===== config.mk =====
export PLATFORM = sky130hd
export DESIGN_NAME = serial_audio_rx
export DESIGN_NICKNAME = d
export VERILOG_FILES = /design/src/rtl/sarx_pkg.sv /design/src/rtl/sarx_bit_sampler.sv /design/src/rtl/sarx_slot_tracker.sv /design/src/rtl/sarx_word_align.sv /design/src/rtl/serial_audio_rx.sv
export SDC_FILE = /design/constraint.sdc
export NUM_CORES = 1
export LEC_CHECK = 0
export ABC_AREA = 1
export BUFFER_PORTS_ARGS = -buffer_cell sky130_fd_sc_hd__clkbuf_2
export CAP_MARGIN = 40
export CORE_UTILIZATION = 59
export DETAILED_ROUTE_END_ITERATION = 10
export GPL_ROUTABILITY_DRIVEN = 0
export GPL_TIMING_DRIVEN = 0
export PLACE_DENSITY = 0.76
export SYNTH_ARGS = -nofsm -noshare
export SYNTH_HDL_FRONTEND = slang
export SYNTH_SLANG_ARGS = --single-unit

===== constraint.sdc =====
create_clock -name clk -period 2.15 [get_ports clk]
set_input_delay 0.215 -clock clk [delete_from_list [all_inputs] [get_ports clk]]
set_output_delay 0.215 -clock clk [all_outputs]
set_load 0.005 [all_outputs]

===== src/rtl/sarx_pkg.sv =====
package sarx_pkg;
  typedef enum logic [1:0] {
    FMT_LSB16 = 2'b00,
    FMT_LSB24 = 2'b01,
    FMT_MSB24 = 2'b10,
    FMT_I2S   = 2'b11
  } fmt_e;
endpackage


===== src/rtl/sarx_bit_sampler.sv =====
module sarx_bit_sampler #(
  parameter int SYNC_STAGES    = 2,
  parameter bit BIT_CLK_DIRECT = 1'b0
) (
  input  logic clk,
  input  logic rst,
  input  logic bclk,
  input  logic lrclk,
  input  logic sdata,
  output logic bit_stb,
  output logic lr_bit,
  output logic sd_bit
);
  generate
    if (BIT_CLK_DIRECT) begin : g_direct
      assign bit_stb = 1'b1;
      assign lr_bit  = lrclk;
      assign sd_bit  = sdata;
    end else begin : g_sync
      logic [SYNC_STAGES-1:0] bclk_sync, lr_sync, sd_sync;
      logic                   bclk_last;
      always_ff @(posedge clk) begin
        if (rst) begin
          bclk_sync <= '0;
          lr_sync   <= '0;
          sd_sync   <= '0;
          bclk_last <= 1'b0;
        end else begin
          bclk_sync <= {bclk_sync[SYNC_STAGES-2:0], bclk};
          lr_sync   <= {lr_sync[SYNC_STAGES-2:0], lrclk};
          sd_sync   <= {sd_sync[SYNC_STAGES-2:0], sdata};
          bclk_last <= bclk_sync[SYNC_STAGES-1];
        end
      end
      assign bit_stb = bclk_sync[SYNC_STAGES-1] & ~bclk_last;
      assign lr_bit  = lr_sync[SYNC_STAGES-1];
      assign sd_bit  = sd_sync[SYNC_STAGES-1];
    end
  endgenerate
endmodule


===== src/rtl/sarx_slot_tracker.sv =====
module sarx_slot_tracker
  import sarx_pkg::*;
#(
  parameter int SAMPLE_W  = 24,
  parameter int MAX_SLOTS = 255,
  localparam int CNT_W    = $clog2(MAX_SLOTS + 1)
) (
  input  logic                clk,
  input  logic                rst,
  input  logic                bit_stb,
  input  logic                lr_bit,
  input  logic                sd_bit,
  input  fmt_e                fmt,
  output logic                run_end,
  output logic                run_left,
  output logic [SAMPLE_W-1:0] head,
  output logic [SAMPLE_W-1:0] tail,
  output logic [CNT_W-1:0]    run_len
);
  logic       lr_d, lr_last, run_ok;
  logic [1:0] warm;
  logic       is_i2s, lr_eff, boundary;

  // the one-slot-delayed layout is tracked on a delayed frame clock
  assign is_i2s   = (fmt == FMT_I2S);
  assign lr_eff   = is_i2s ? lr_d : lr_bit;
  assign boundary = (warm == 2'd2) && (lr_eff != lr_last);
  assign run_end  = bit_stb && boundary && run_ok;
  assign run_left = is_i2s ? ~lr_last : lr_last;

  always_ff @(posedge clk) begin
    if (rst) begin
      lr_d    <= 1'b0;
      lr_last <= 1'b0;
      run_ok  <= 1'b0;
      warm    <= 2'd0;
      head    <= '0;
      tail    <= '0;
      run_len <= '0;
    end else if (bit_stb) begin
      lr_d    <= lr_bit;
      lr_last <= lr_eff;
      if (warm != 2'd2) warm <= warm + 2'd1;
      if (boundary) run_ok <= 1'b1;
      tail <= {tail[SAMPLE_W-2:0], sd_bit};
      if (boundary) begin
        head    <= {{(SAMPLE_W-1){1'b0}}, sd_bit};
        run_len <= CNT_W'(1);
      end else begin
        if (run_len < CNT_W'(SAMPLE_W)) head <= {head[SAMPLE_W-2:0], sd_bit};
        if (run_len != CNT_W'(MAX_SLOTS)) run_len <= run_len + CNT_W'(1);
      end
    end
  end
endmodule


===== src/rtl/sarx_word_align.sv =====
module sarx_word_align
  import sarx_pkg::*;
#(
  parameter int SAMPLE_W  = 24,
  parameter int SHORT_W   = 16,
  parameter int MAX_SLOTS = 255,
  localparam int CNT_W    = $clog2(MAX_SLOTS + 1),
  localparam int PAD_W    = SAMPLE_W - SHORT_W
) (
  input  fmt_e                fmt,
  input  logic [SAMPLE_W-1:0] head,
  input  logic [SAMPLE_W-1:0] tail,
  input  logic [CNT_W-1:0]    run_len,
  output logic [SAMPLE_W-1:0] word
);
  always_comb begin
    case (fmt)
      FMT_LSB16: word = {tail[SHORT_W-1:0], {PAD_W{1'b0}}};
      FMT_LSB24: word = tail;
      FMT_MSB24: word = head;
      default:   word = (run_len >= CNT_W'(SAMPLE_W)) ? head
                                                       : {head[SHORT_W-1:0], {PAD_W{1'b0}}};
    endcase
  end
endmodule


===== src/rtl/serial_audio_rx.sv =====
module serial_audio_rx
  import sarx_pkg::*;
#(
  parameter int SAMPLE_W       = 24,
  parameter int SHORT_W        = 16,
  parameter int MAX_SLOTS      = 255,
  parameter int SYNC_STAGES    = 2,
  parameter bit BIT_CLK_DIRECT = 1'b0,
  localparam int CNT_W         = $clog2(MAX_SLOTS + 1)
) (
  input  logic                clk,
  input  logic                rst,
  input  logic                bclk,
  input  logic                lrclk,
  input  logic                sdata,
  input  logic [1:0]          fmt,
  output logic [SAMPLE_W-1:0] left_o,
  output logic [SAMPLE_W-1:0] right_o,
  output logic                valid_o
);
  fmt_e                mode;
  logic                bit_stb, lr_bit, sd_bit;
  logic                run_end, run_left;
  logic [SAMPLE_W-1:0] head, tail, word, hold_l;
  logic [CNT_W-1:0]    run_len;
  logic                left_pending;

  assign mode = fmt_e'(fmt);

  sarx_bit_sampler #(.SYNC_STAGES(SYNC_STAGES), .BIT_CLK_DIRECT(BIT_CLK_DIRECT)) u_sampler (
    .clk(clk), .rst(rst), .bclk(bclk), .lrclk(lrclk), .sdata(sdata),
    .bit_stb(bit_stb), .lr_bit(lr_bit), .sd_bit(sd_bit)
  );

  sarx_slot_tracker #(.SAMPLE_W(SAMPLE_W), .MAX_SLOTS(MAX_SLOTS)) u_tracker (
    .clk(clk), .rst(rst), .bit_stb(bit_stb), .lr_bit(lr_bit), .sd_bit(sd_bit),
    .fmt(mode), .run_end(run_end), .run_left(run_left),
    .head(head), .tail(tail), .run_len(run_len)
  );

  sarx_word_align #(.SAMPLE_W(SAMPLE_W), .SHORT_W(SHORT_W), .MAX_SLOTS(MAX_SLOTS)) u_align (
    .fmt(mode), .head(head), .tail(tail), .run_len(run_len), .word(word)
  );

  // pair the left word with the right word of the same frame
  always_ff @(posedge clk) begin
    if (rst) begin
      hold_l       <= '0;
      left_pending <= 1'b0;
      left_o       <= '0;
      right_o      <= '0;
      valid_o      <= 1'b0;
    end else begin
      valid_o <= 1'b0;
      if (run_end) begin
        if (run_left) begin
          hold_l       <= word;
          left_pending <= 1'b1;
        end else if (left_pending) begin
          left_o       <= hold_l;
          right_o      <= word;
          valid_o      <= 1'b1;
          left_pending <= 1'b0;
        end
      end
    end
  end
endmodule


==> qor.csv <==
stage;metric;value;unit
routing;ant_nets;0;
die;coreArea;10400;um2
final_layout;fin_util;0.710;
global_routing;grt_pass1_vias;5354;
die;ios;56;
synthesis;syn_area;6320;um2
cts;cts_tree;yes;
min_path;min_path_type;primary input to register;
final_layout;area_growth;16.5;%
cts;htree_levels;4;
cts;cts_setup_buffers;0;
global_routing;grt_pass1_wl;27.1;mm
synthesis;synth_area_leaders;dfxtp_1, nand2_1, nor2_1;
final_layout;diodes;0;
synthesis;synthesis.nets;952;
synthesis;synthDistinctLibCells;33;
die;start_util;0.610;
global_routing;antenna_found_initial;0;
global_routing;grt_max_degree;17;
timing;fin_worst_skew;0.00880;ns
routing;firstDrtPassIters;5;
routing;drt-initial-drc-count;557;
power;power_density;780;nW/um2
die;die_h;106;um
cts;cts_sinks;142;
place;dp_hpwl;11.7;mm
timing;drv_slew;0;
synthesis;synth_top_area_cell;dfxtp_1;
timing;slew-limit-headroom;0.564;
cts;cts_buffers;17;
routing;via_per_inst;5.18;
timing;rsz0062_at_grt;false;
global_routing;overflow;0;
synthesis;synth_edf_count;0;
power;leakage;3.55;nW
timing;fin_tns_setup;0;ns
timing;tightest_slew;0.654;ns
final_layout;n_fill_cell;931;
synthesis;synth_ff_type;dfxtp_1;
final_layout;nets;1028;
critical_path;worst_ep_arrival_time;2.47;ns
critical_path;cp_max_fo;10;
routing;routedWlPerCell;14.2;um
critical_path;worst_setup_path_start_kind;register;
die;die_area;11100;um2
final_layout;regArea;2840;um2
synthesis;ys_seq_elements;142;
power;ir_worst_vdd;0.000519;V
cts;clockRootBuffer;clkbuf_8;
die;rows;37;
synthesis;synth_top_area_frac;0.450;
routing;topRoutingLayerUsed;met4;
routing;m1WireLength;7.31;mm
cts;clk_pin_slew;0.07;ns
critical_path;crit_type;register to register;
synthesis;avgSynthCellArea;6.71;um2
flow_run;drv_cap;0;
outcome;status;complete, no violations;
critical_path;crit_required;2.62;ns
place;io_buffers;53;
cts;clock_latency;0.54;ns
synthesis;seq_area_frac_synth;0.450;
routing;finalWirelength;16.6;mm
routing;wl_met3;1.11;mm
final_layout;drive_gt1_frac;0.131;
critical_path;end_kind;register;
final_layout;multi_input_area;2840;um2
routing;dr_wl_met2;7.55;mm
cts;clock_path_buffers;2;
synthesis;syn_inst;942;
timing;post-route-period-util;0.929;
synthesis;yosys_warnings;0;
timing;min_period;2.00;ns
timing;setup_viol;0;
global_routing;track_usage;0.314;
timing;hold_viol;0;
synthesis;async_flop_share;0;
routing;drcViolationCount;0;
die;die_w;106;um
routing;vias;6046;
timing;fmax;0.501;GHz
==> synth_stat cells, types with 2 or more instances <==
cell      count
nand2_1     290
nor2_1      152
dfxtp_1     142
inv_1        90
a21oi_1      79
o21ai_0      39
nand3_1      38
clkbuf_1     25
nand4_1      24
buf_2        13
inv_2        11
buf_6         5
buf_1         4
buf_4         4
ha_1          3
a31oi_1       2
nand2_2       2
nor2_2        2
nor2_4        2
or2_2         2
==> registers in the layout, indices dropped and copies added, names as in the netlist <==
name                        cells
valid_o                         1
u_tracker.head                 24
u_tracker.run_len               8
left_o                         24
u_sampler.g_sync.lr_sync        2
u_tracker.warm                  2
u_sampler.g_sync.bclk_sync      2
hold_l                         24
u_tracker.tail                 24
u_tracker.lr_last               1
right_o                        24
u_tracker.run_ok                1
u_sampler.g_sync.bclk_last      1
u_sampler.g_sync.sd_sync        2
left_pending                    1
u_tracker.lr_d                  1
==> layer usage <==
| metal | vias up | global-route usage |
|---|---|---|
| met4 | 0 | 0.157 |
| met2 | 255 | 0.497 |
| li1 | 3094 | - |
| met3 | 58 | 0.0631 |
| met5 | - | 0 |
| met1 | 2639 | 0.408 |
==> repair_timing <==
item | 4_1_cts | 5_1_grt
endpoints found under the setup margin | 0 | 13
endpoints found under the hold margin | 4 | 0
hold buffers | 4 | 0
resized for setup | 0 | 4
==> stage by stage <==
step	instance area, um2	instances	hold WS (ns)	total power, W	worst slack [ns]
after floorplan	6320	942	0.322	0.00292	0.610
after global placement	6760	1131	0.390	0.00300	0.0342
after detailed placement	6760	1131	0.392	0.00300	0.0310
after CTS	7360	1167	0.100	0.00575	0.0117
after global routing	7370	1167	0.145	0.00591	0.00854
final	7370	1167	0.119	0.00575	0.153
==> cells by family after synthesis <==
family | Yosys count | share of synthesized area
AND/OR/NAND/NOR | 519 | 0.340
XOR/XNOR | 2 | 0.00396
flip-flops | 142 | 0.450
buffers and inverters | 153 | 0.102
adder cells (fa/ha/maj) | 3 | 0.00594
AO/OA/AOI/OAI | 123 | 0.0990
==> area by class of cell <==
type	count	share of cell area
Sequential cell	142	0.386
Clock buffer	18	0.0581
Buffer	51	0.0355
Inverter	102	0.0520
Tap cell	136	0.0231
Clock inverter	14	0.0183
Multi-Input combinational cell	647	0.386
Timing Repair Buffer	57	0.0414
==> power by group <==
part / switching (W) / leakage (nW) / internal [W]
clock: 0.00120 / 0.265 / 0.00158
combinational: 0.000192 / 2.14 / 0.0000706
sequential: 0.0000320 / 1.15 / 0.00267
==> layout by cell type (no fill, tap or decap), types with 5 or more instances in the layout <==
master / netlist / layout
a21oi_1: 79 / 79
inv_1: 90 / 90
buf_6: 5 / 5
nor2_1: 152 / 150
clkbuf_1: 25 / 24
o21ai_0: 39 / 39
nand2_1: 290 / 290
inv_2: 11 / 11
dfxtp_1: 142 / 142
nand3_1: 38 / 38
clkbuf_2: 0 / 54
clkbuf_16: 0 / 16
buf_2: 13 / 13
nand4_1: 24 / 24
==> worst paths after layout <==
| check | end | startpoint | cells after the start | slack, ns |
|---|---|---|---|---|
| worst max-delay path | hold_l[17]$_SDFFE_PP0P_ | u_tracker.run_len[3]$_SDFFE_PP0P_ | 8 | 0.15 |
| worst min-delay path | u_tracker.lr_last$_SDFFE_PP0N_ | fmt[0] | 3 | 0.12 |
| worst min register to register | u_sampler.g_sync.sd_sync[1]$_SDFF_PP0_ | u_sampler.g_sync.sd_sync[0]$_SDFF_PP0_ | 2 | 0.41 |
| worst max register to register | hold_l[17]$_SDFFE_PP0P_ | u_tracker.run_len[3]$_SDFFE_PP0P_ | 8 | 0.15 |
==> critical path: stages (launching register included) <==
cell	delay (ns)
dfxtp_1	0.35
nand2_1	0.28
clkbuf_1	0.46
nand4_1	0.34
nand2_1	0.15
a21oi_1	0.07
inv_1	0.11
nand2_1	0.06
a21oi_1	0.11
(Power assumes the default switching activity.)
